$ cat src/rtl/pwrdn_pkg.sv
package pwrdn_pkg;
  localparam int unsigned MAX_MS = 50;
  localparam int unsigned MS_W   = $clog2(MAX_MS + 1);

  // bit positions in the control word
  localparam int unsigned B_CODE_LO = 4;
  localparam int unsigned B_SKIP    = 6;
  localparam int unsigned B_EXP     = 8;
  localparam int unsigned B_OVF     = 9;

  typedef enum logic [1:0] {
    TMO_1MS  = 2'b00,
    TMO_10MS = 2'b01,
    TMO_50MS = 2'b10,
    TMO_RSVD = 2'b11
  } tmo_code_e;

  function automatic logic [MS_W-1:0] tmo_ms(tmo_code_e c);
    case (c)
      TMO_1MS:  tmo_ms = MS_W'(1);
      TMO_10MS: tmo_ms = MS_W'(10);
      default:  tmo_ms = MS_W'(MAX_MS); // reserved folds to longest
    endcase
  endfunction
endpackage

$ cat src/rtl/pwrdn_ack_counter.sv
module pwrdn_ack_counter #(
  parameter int unsigned CNT_W = 4
) (
  input  logic             clk_i,
  input  logic             rst_ni,
  input  logic             clear_i,
  input  logic             ack_i,
  input  logic [CNT_W-1:0] limit_i,
  output logic             fire_o,
  output logic             extra_o
);
  logic [CNT_W-1:0] cnt_q;
  logic             done_q;

  always_ff @(posedge clk_i or negedge rst_ni) begin
    if (!rst_ni) begin
      cnt_q   <= '0;
      done_q  <= 1'b0;
      fire_o  <= 1'b0;
      extra_o <= 1'b0;
    end else begin
      fire_o  <= 1'b0;
      extra_o <= 1'b0;
      if (clear_i) begin
        cnt_q  <= '0;
        done_q <= 1'b0;
      end else if (ack_i) begin
        if (done_q) begin
          extra_o <= 1'b1;
        end else if (cnt_q == limit_i) begin
          fire_o <= 1'b1;
          done_q <= 1'b1;
        end else begin
          cnt_q <= cnt_q + 1'b1;
        end
      end
    end
  end
endmodule

$ cat src/rtl/pwrdn_port_tracker.sv
module pwrdn_port_tracker #(
  parameter int unsigned NUM_PORTS = 4
) (
  input  logic                 clk_i,
  input  logic                 rst_ni,
  input  logic                 clear_i,
  input  logic [NUM_PORTS-1:0] ack_i,
  input  logic [NUM_PORTS-1:0] l23_i,
  output logic                 all_ack_o,
  output logic                 all_l23_o
);
  logic [NUM_PORTS-1:0] ack_seen_q, l23_seen_q;

  for (genvar p = 0; p < NUM_PORTS; p++) begin : g_port
    always_ff @(posedge clk_i or negedge rst_ni) begin
      if (!rst_ni) begin
        ack_seen_q[p] <= 1'b0;
        l23_seen_q[p] <= 1'b0;
      end else if (clear_i) begin
        ack_seen_q[p] <= 1'b0;
        l23_seen_q[p] <= 1'b0;
      end else begin
        if (ack_i[p]) ack_seen_q[p] <= 1'b1;
        if (l23_i[p]) l23_seen_q[p] <= 1'b1;
      end
    end
  end

  assign all_ack_o = &ack_seen_q;
  assign all_l23_o = &l23_seen_q;
endmodule

$ cat src/rtl/pwrdn_tmo_timer.sv
module pwrdn_tmo_timer
  import pwrdn_pkg::*;
#(
  parameter int unsigned TICKS_PER_MS = 50
) (
  input  logic      clk_i,
  input  logic      rst_ni,
  input  logic      start_i,
  input  logic      stop_i,
  input  tmo_code_e code_i,
  output logic      expire_o,
  output logic      running_o
);
  localparam int unsigned PRE_W = (TICKS_PER_MS > 1) ? $clog2(TICKS_PER_MS) : 1;
  localparam logic [PRE_W-1:0] PRE_LAST = PRE_W'(TICKS_PER_MS - 1);

  logic [PRE_W-1:0] pre_q;
  logic [MS_W-1:0]  ms_q, lim_q;
  logic             run_q;

  always_ff @(posedge clk_i or negedge rst_ni) begin
    if (!rst_ni) begin
      pre_q    <= '0;
      ms_q     <= '0;
      lim_q    <= '0;
      run_q    <= 1'b0;
      expire_o <= 1'b0;
    end else begin
      expire_o <= 1'b0;
      if (start_i) begin
        pre_q <= '0;
        ms_q  <= '0;
        lim_q <= tmo_ms(code_i); // limit frozen per sequence
        run_q <= 1'b1;
      end else if (run_q) begin
        if (stop_i) begin
          run_q <= 1'b0;
        end else if (ms_q == lim_q) begin
          run_q    <= 1'b0;
          expire_o <= 1'b1;
        end else if (pre_q == PRE_LAST) begin
          pre_q <= '0;
          ms_q  <= ms_q + 1'b1;
        end else begin
          pre_q <= pre_q + 1'b1;
        end
      end
    end
  end

  assign running_o = run_q;
endmodule

$ cat src/rtl/pwrdn_seq.sv
module pwrdn_seq
  import pwrdn_pkg::*;
#(
  parameter int unsigned NUM_PORTS    = 4,
  parameter int unsigned TICKS_PER_MS = 50,
  parameter int unsigned SG_W         = 4
) (
  input  logic                 clk_i,
  input  logic                 rst_ni,
  input  logic                 csr_we_i,
  input  logic [15:0]          csr_wdata_i,
  output logic [15:0]          csr_rdata_o,
  input  logic                 start_i,
  input  logic                 sg_ack_i,
  output logic                 lp_req_o,
  output logic                 turnoff_o,
  input  logic [NUM_PORTS-1:0] port_ack_i,
  input  logic [NUM_PORTS-1:0] port_l23_i,
  output logic                 seq_done_o
);
  logic [SG_W-1:0] sg_lim_q;
  tmo_code_e       code_q;
  logic            skip_q, exp_q, ovf_q, started_q;
  logic            extra_ack, tmr_expire, tmr_running, all_ack, all_l23;

  always_ff @(posedge clk_i or negedge rst_ni) begin
    if (!rst_ni) begin
      sg_lim_q  <= '0;
      code_q    <= TMO_1MS;
      skip_q    <= 1'b1;
      exp_q     <= 1'b0;
      ovf_q     <= 1'b0;
      started_q <= 1'b0;
      turnoff_o <= 1'b0;
    end else begin
      turnoff_o <= start_i;
      if (start_i) started_q <= 1'b1;
      if (csr_we_i) begin
        sg_lim_q <= csr_wdata_i[SG_W-1:0];
        code_q   <= tmo_code_e'(csr_wdata_i[B_CODE_LO +: 2]);
        skip_q   <= csr_wdata_i[B_SKIP];
      end
      // set beats a simultaneous write-one clear
      if (tmr_expire)                         exp_q <= 1'b1;
      else if (csr_we_i && csr_wdata_i[B_EXP]) exp_q <= 1'b0;
      if (extra_ack)                          ovf_q <= 1'b1;
      else if (csr_we_i && csr_wdata_i[B_OVF]) ovf_q <= 1'b0;
    end
  end

  always_comb begin
    csr_rdata_o                   = '0;
    csr_rdata_o[SG_W-1:0]         = sg_lim_q;
    csr_rdata_o[B_CODE_LO +: 2]   = code_q;
    csr_rdata_o[B_SKIP]           = skip_q;
    csr_rdata_o[B_EXP]            = exp_q;
    csr_rdata_o[B_OVF]            = ovf_q;
  end

  pwrdn_ack_counter #(.CNT_W(SG_W)) u_sg_cnt (
    .clk_i   (clk_i),
    .rst_ni  (rst_ni),
    .clear_i (start_i),
    .ack_i   (sg_ack_i),
    .limit_i (sg_lim_q),
    .fire_o  (lp_req_o),
    .extra_o (extra_ack)
  );

  pwrdn_port_tracker #(.NUM_PORTS(NUM_PORTS)) u_ports (
    .clk_i     (clk_i),
    .rst_ni    (rst_ni),
    .clear_i   (start_i),
    .ack_i     (port_ack_i),
    .l23_i     (port_l23_i),
    .all_ack_o (all_ack),
    .all_l23_o (all_l23)
  );

  pwrdn_tmo_timer #(.TICKS_PER_MS(TICKS_PER_MS)) u_tmr (
    .clk_i     (clk_i),
    .rst_ni    (rst_ni),
    .start_i   (start_i),
    .stop_i    (all_ack),
    .code_i    (code_q),
    .expire_o  (tmr_expire),
    .running_o (tmr_running)
  );

  assign seq_done_o = started_q && all_ack && (skip_q || all_l23);
endmodule

$ cat config.mk
export PLATFORM = sky130hd
export DESIGN_NAME = pwrdn_seq
export DESIGN_NICKNAME = d
export VERILOG_FILES = /design/src/rtl/pwrdn_pkg.sv /design/src/rtl/pwrdn_ack_counter.sv /design/src/rtl/pwrdn_port_tracker.sv /design/src/rtl/pwrdn_tmo_timer.sv /design/src/rtl/pwrdn_seq.sv
export SDC_FILE = /design/constraint.sdc
export NUM_CORES = 1
export LEC_CHECK = 0
export BUFFER_PORTS_ARGS = -buffer_cell sky130_fd_sc_hd__buf_4
export CAP_MARGIN = 20
export CORE_ASPECT_RATIO = 1.75
export CORE_MARGIN = 1
export CORE_UTILIZATION = 35
export CTS_BUF_LIST = sky130_fd_sc_hd__clkbuf_8
export CTS_CLUSTER_DIAMETER = 80
export DETAILED_ROUTE_END_ITERATION = 6
export GPL_TIMING_DRIVEN = 0
export PLACE_DENSITY = 0.55
export SYNTH_ARGS = -nofsm -noshare
export SYNTH_HDL_FRONTEND = slang
export SYNTH_SLANG_ARGS = --single-unit
$ cat constraint.sdc
create_clock -name clk_i -period 2.78 [get_ports clk_i]
set_clock_uncertainty 0.05 [all_clocks]
set_input_delay 0.556 -clock clk_i [delete_from_list [all_inputs] [get_ports clk_i]]
set_output_delay 0.556 -clock clk_i [all_outputs]
set_load 0.02 [all_outputs]
==> impl_metrics.py <==
metrics = {
    "run_status": {
        "status": "complete, no violations",
    },
    "critical_path": {
        "critical_path.startpoint": "u_tmr.ms_q[0]",
        "critical_path.slowest_cell": "sky130_fd_sc_hd__o32ai_4",
        "worstSetupEndpointType": "register",
        "cp.required_ns": 2.91,
        "endpoint_of_the_most_critical_setup_path": "u_tmr.pre_q[5]",
        "critical_path.reg2reg.startpoint": "u_tmr.ms_q[0]",
        "cpPeakStageDelay_ns": 0.47,
        "crit_path_cell_trace": "xor2_1 > or3_4 > o32ai_4 > buf_6 > mux2i_1 > nand3_1",
        "reg2regPathDepth": 6,
        "timing.critical_path.from_type": "register",
        "reg2reg_to": "u_tmr.pre_q[5]",
        "critical_path_arrival_ns": 2.20,
        "path_max_fanout": 10,
        "r2r_slack_ns": 0.71,
        "setup.worst_path.class": "register to register",
    },
    "synthesis": {
        "ys_seq_area_share_pct": 52.7,
        "synth_cells": 191,
        "distinct_cell_type_count_of_the_synthesized_netlist": 44,
        "synth_seq_cells": 44,
        "synth-main-ff-cell": "sky130_fd_sc_hd__dfrtp_1",
        "synth.top_cell.area_share_pct": 51.4,
        "synth_warnings": 0,
        "yosys.area.top_type": "sky130_fd_sc_hd__dfrtp_1",
        "synth_area_leaders": "sky130_fd_sc_hd__dfrtp_1 51%, sky130_fd_sc_hd__mux2_2 5.4%, sky130_fd_sc_hd__nor2_1 5.0%",
        "post_synth.cell_area_avg_um2": 11.0,
        "synth_edf_count": 0,
        "synth_area_um2": 2090,
        "async_flop_share_pct": 100,
    },
    "cts": {
        "max-clock-path-buffers": 2,
        "clock_tree_from_tritoncts": "done",
        "cts_repair_resize_count": 0,
        "htree_num_levels": 2,
        "postCtsSetupRepairBufs": 0,
        "numClockSinks": 44,
        "clock-root-buffer": "sky130_fd_sc_hd__clkbuf_8",
        "clkTransAtPathRegs_ns": 0.09,
        "cts_hold_buffers": 0,
        "clkLatencyLatePin_ns": 0.30,
        "numCtsBuffers": 5,
    },
    "detailed_routing": {
        "dr_wl_met2_mm": 2.16,
        "highest_layer": "met4",
        "met3RoutedLength_um": 144,
        "viasPerCell": 4.78,
        "firstDrtPassIters": 4,
        "final_antenna_net_count": 0,
        "met1Wirelength_mm": 1.61,
        "via_count": 1495,
        "average_detailed_routed_wire_length_per_instance_um": 12.8,
        "wirelength_mm": 4.00,
        "dr.first_iter.drc_count": 21,
        "detail_route.drc_violations": 0,
    },
    "run": {
        "cap_violations": 0,
    },
    "timing": {
        "slew_violations": 0,
        "finalHoldViolCount": 0,
        "worst_slew_margin_rel_pct": 63.3,
        "final.setup.tns_ns": 0,
        "fin_crit_ns": 2.07,
        "timing_worst_slew_pin_value_ns": 0.551,
        "rsz0062_at_grt": "no",
        "layout_worst_path_cycle_share_pct": 74.5,
        "timing.final.setup_violations": 0,
        "fmaxAchievable_mhz": 483,
    },
    "finish": {
        "drive_gt1_share_pct": 32.9,
        "final_net_count": 269,
        "area_growth_syn_to_layout_pct": 22.9,
        "nFillCells": 584,
        "seqCellArea_um2": 1100,
        "n_antenna_cell": 0,
        "final_cell_area_um2": 2570,
        "multi_input_combinational_cell_area_um2": 882,
        "layout_common_cells": "43 x sky130_fd_sc_hd__buf_4, 43 x sky130_fd_sc_hd__dfrtp_1, 28 x sky130_fd_sc_hd__nor2_1",
    },
    "floorplanning": {
        "core_area_um2": 5680,
        "starting_density_of_the_core_pct": 36.9,
        "die_width_um": 60.5,
        "die_area_um2": 6310,
        "die_h_um": 104,
        "fp-row-count": 36,
        "pin_count": 48,
    },
    "pwr": {
        "irDropWorstVdd_v": 0.000401,
        "power_density_of_the_placed_cells_nw_per_um2": 588,
        "leakage_nw": 1.19,
    },
    "placed_design": {
        "gp_routability_congestion": 0.798,
        "port_buffers": 32,
        "dpl-instance-area_um2": 2450,
        "dp.final_hpwl_mm": 2.91,
    },
    "grt": {
        "grt_util_all_layers_pct": 14.1,
        "overflow": 0,
        "grt_start_max_net_pins": 45,
        "antenna_found_initial": 0,
        "grt_first_pass_wirelength_mm": 6.67,
        "vias_in_the_first_global_route": 1487,
    },
    "worst_hold_path": {
        "hp-class": "input pin to asynchronous set/reset pin",
    },
}
## report_power, final
| part | switching, mW | internal, mW |
|---|---|---|
| registers | 0.0462 | 0.690 |
| clock network | 0.226 | 0.294 |
| logic | 0.128 | 0.128 |
## per-layer routing
metal | global-route usage (%) | vias up
met4 | 6.66 | 0
met3 | 2.61 | 6
li1 | - | 732
met2 | 24.1 | 28
met5 | 0 | -
met1 | 16.2 | 729
## registers in the layout (all words and copies together), names as in the netlist, 2 cells and up
| signal | count |
|---|---|
| u_tmr.ms_q | 6 |
| u_ports.ack_seen_q | 4 |
| code_q | 2 |
| u_tmr.lim_q | 4 |
| u_ports.l23_seen_q | 4 |
| sg_lim_q | 4 |
| u_sg_cnt.cnt_q | 4 |
| u_tmr.pre_q | 6 |
## stage by stage
step / instances / hold slack (ns) / total power [mW] / setup slack, ns / utilization (%)
CTS: 313 / 0.210 / 1.53 / 0.671 / 45.3
global placement: 305 / 0.361 / 1.01 / 0.450 / 43.2
floorplan: 197 / 0.210 / 0.914 / 0.769 / -
finish: 313 / 0.181 / 1.51 / 0.709 / 45.3
detailed placement: 305 / 0.367 / 1.01 / 0.434 / 43.2
global route: 313 / 0.219 / 1.60 / 0.588 / 45.3
## worst max-delay path, delay by kind of cell (launching register included)
kind            cells  cell delay [ns]
flops               1             0.45
buf+inv             1             0.21
compound gates      1             0.47
xor+xnor            1             0.18
mux                 1             0.18
simple gates        2             0.43
## how the worst min path moves through the flow
stage               cells after the start  slack (ns)        startpoint         endpoint
finish                                  1        0.18            rst_ni      sg_lim_q[0]
global route                            1        0.22            rst_ni  u_sg_cnt.fire_o
CTS                                     1        0.21            rst_ni  u_sg_cnt.fire_o
detailed placement                      1        0.37    u_tmr.expire_o            exp_q
global placement                        1        0.36  u_sg_cnt.extra_o            ovf_q
floorplan                               0        0.21            rst_ni        code_q[0]
## logic make-up after synthesis
group	Yosys count	synth area share, %
xor gates and xnor gates	10	4.18
AOI/OAI and AO/OA	24	8.55
buffers and inverters	20	6.28
DFF	44	52.7
muxes	12	6.34
and+or+nand+nor	76	19.4
other	1	0.179
adders and majority gates	4	2.39
## cells in the mapped netlist, types with 2 or more instances
master / n
sky130_fd_sc_hd__nand3b_1: 3
sky130_fd_sc_hd__nor2_2: 2
sky130_fd_sc_hd__nand4_1: 5
sky130_fd_sc_hd__nor4b_1: 2
sky130_fd_sc_hd__nand3_1: 8
sky130_fd_sc_hd__nor3b_1: 2
sky130_fd_sc_hd__nand2b_1: 2
sky130_fd_sc_hd__a21o_1: 2
sky130_fd_sc_hd__mux2i_1: 2
sky130_fd_sc_hd__nor2_1: 28
sky130_fd_sc_hd__buf_4: 11
sky130_fd_sc_hd__a21oi_1: 3
sky130_fd_sc_hd__clkbuf_1: 3
sky130_fd_sc_hd__mux2_2: 10
sky130_fd_sc_hd__nand2_1: 8
sky130_fd_sc_hd__xnor2_1: 7
sky130_fd_sc_hd__buf_6: 2
sky130_fd_sc_hd__a41oi_1: 3
sky130_fd_sc_hd__ha_1: 4
sky130_fd_sc_hd__xor2_1: 3
sky130_fd_sc_hd__or4_2: 2
sky130_fd_sc_hd__a22o_1: 2
sky130_fd_sc_hd__o21ai_0: 9
sky130_fd_sc_hd__inv_1: 4
sky130_fd_sc_hd__or2_2: 2
sky130_fd_sc_hd__dfrtp_1: 43
sky130_fd_sc_hd__or3_2: 2
## cell type report
type	instances	area share, %
plain buffers	16	4.52
well taps	76	3.70
multi-input cells	133	34.3
clock buffers	6	3.21
clock inverters	2	1.51
repair buffers	32	9.34
inverters	4	0.584
flip-flops and latches	44	42.9
(Power assumes the default switching activity.)
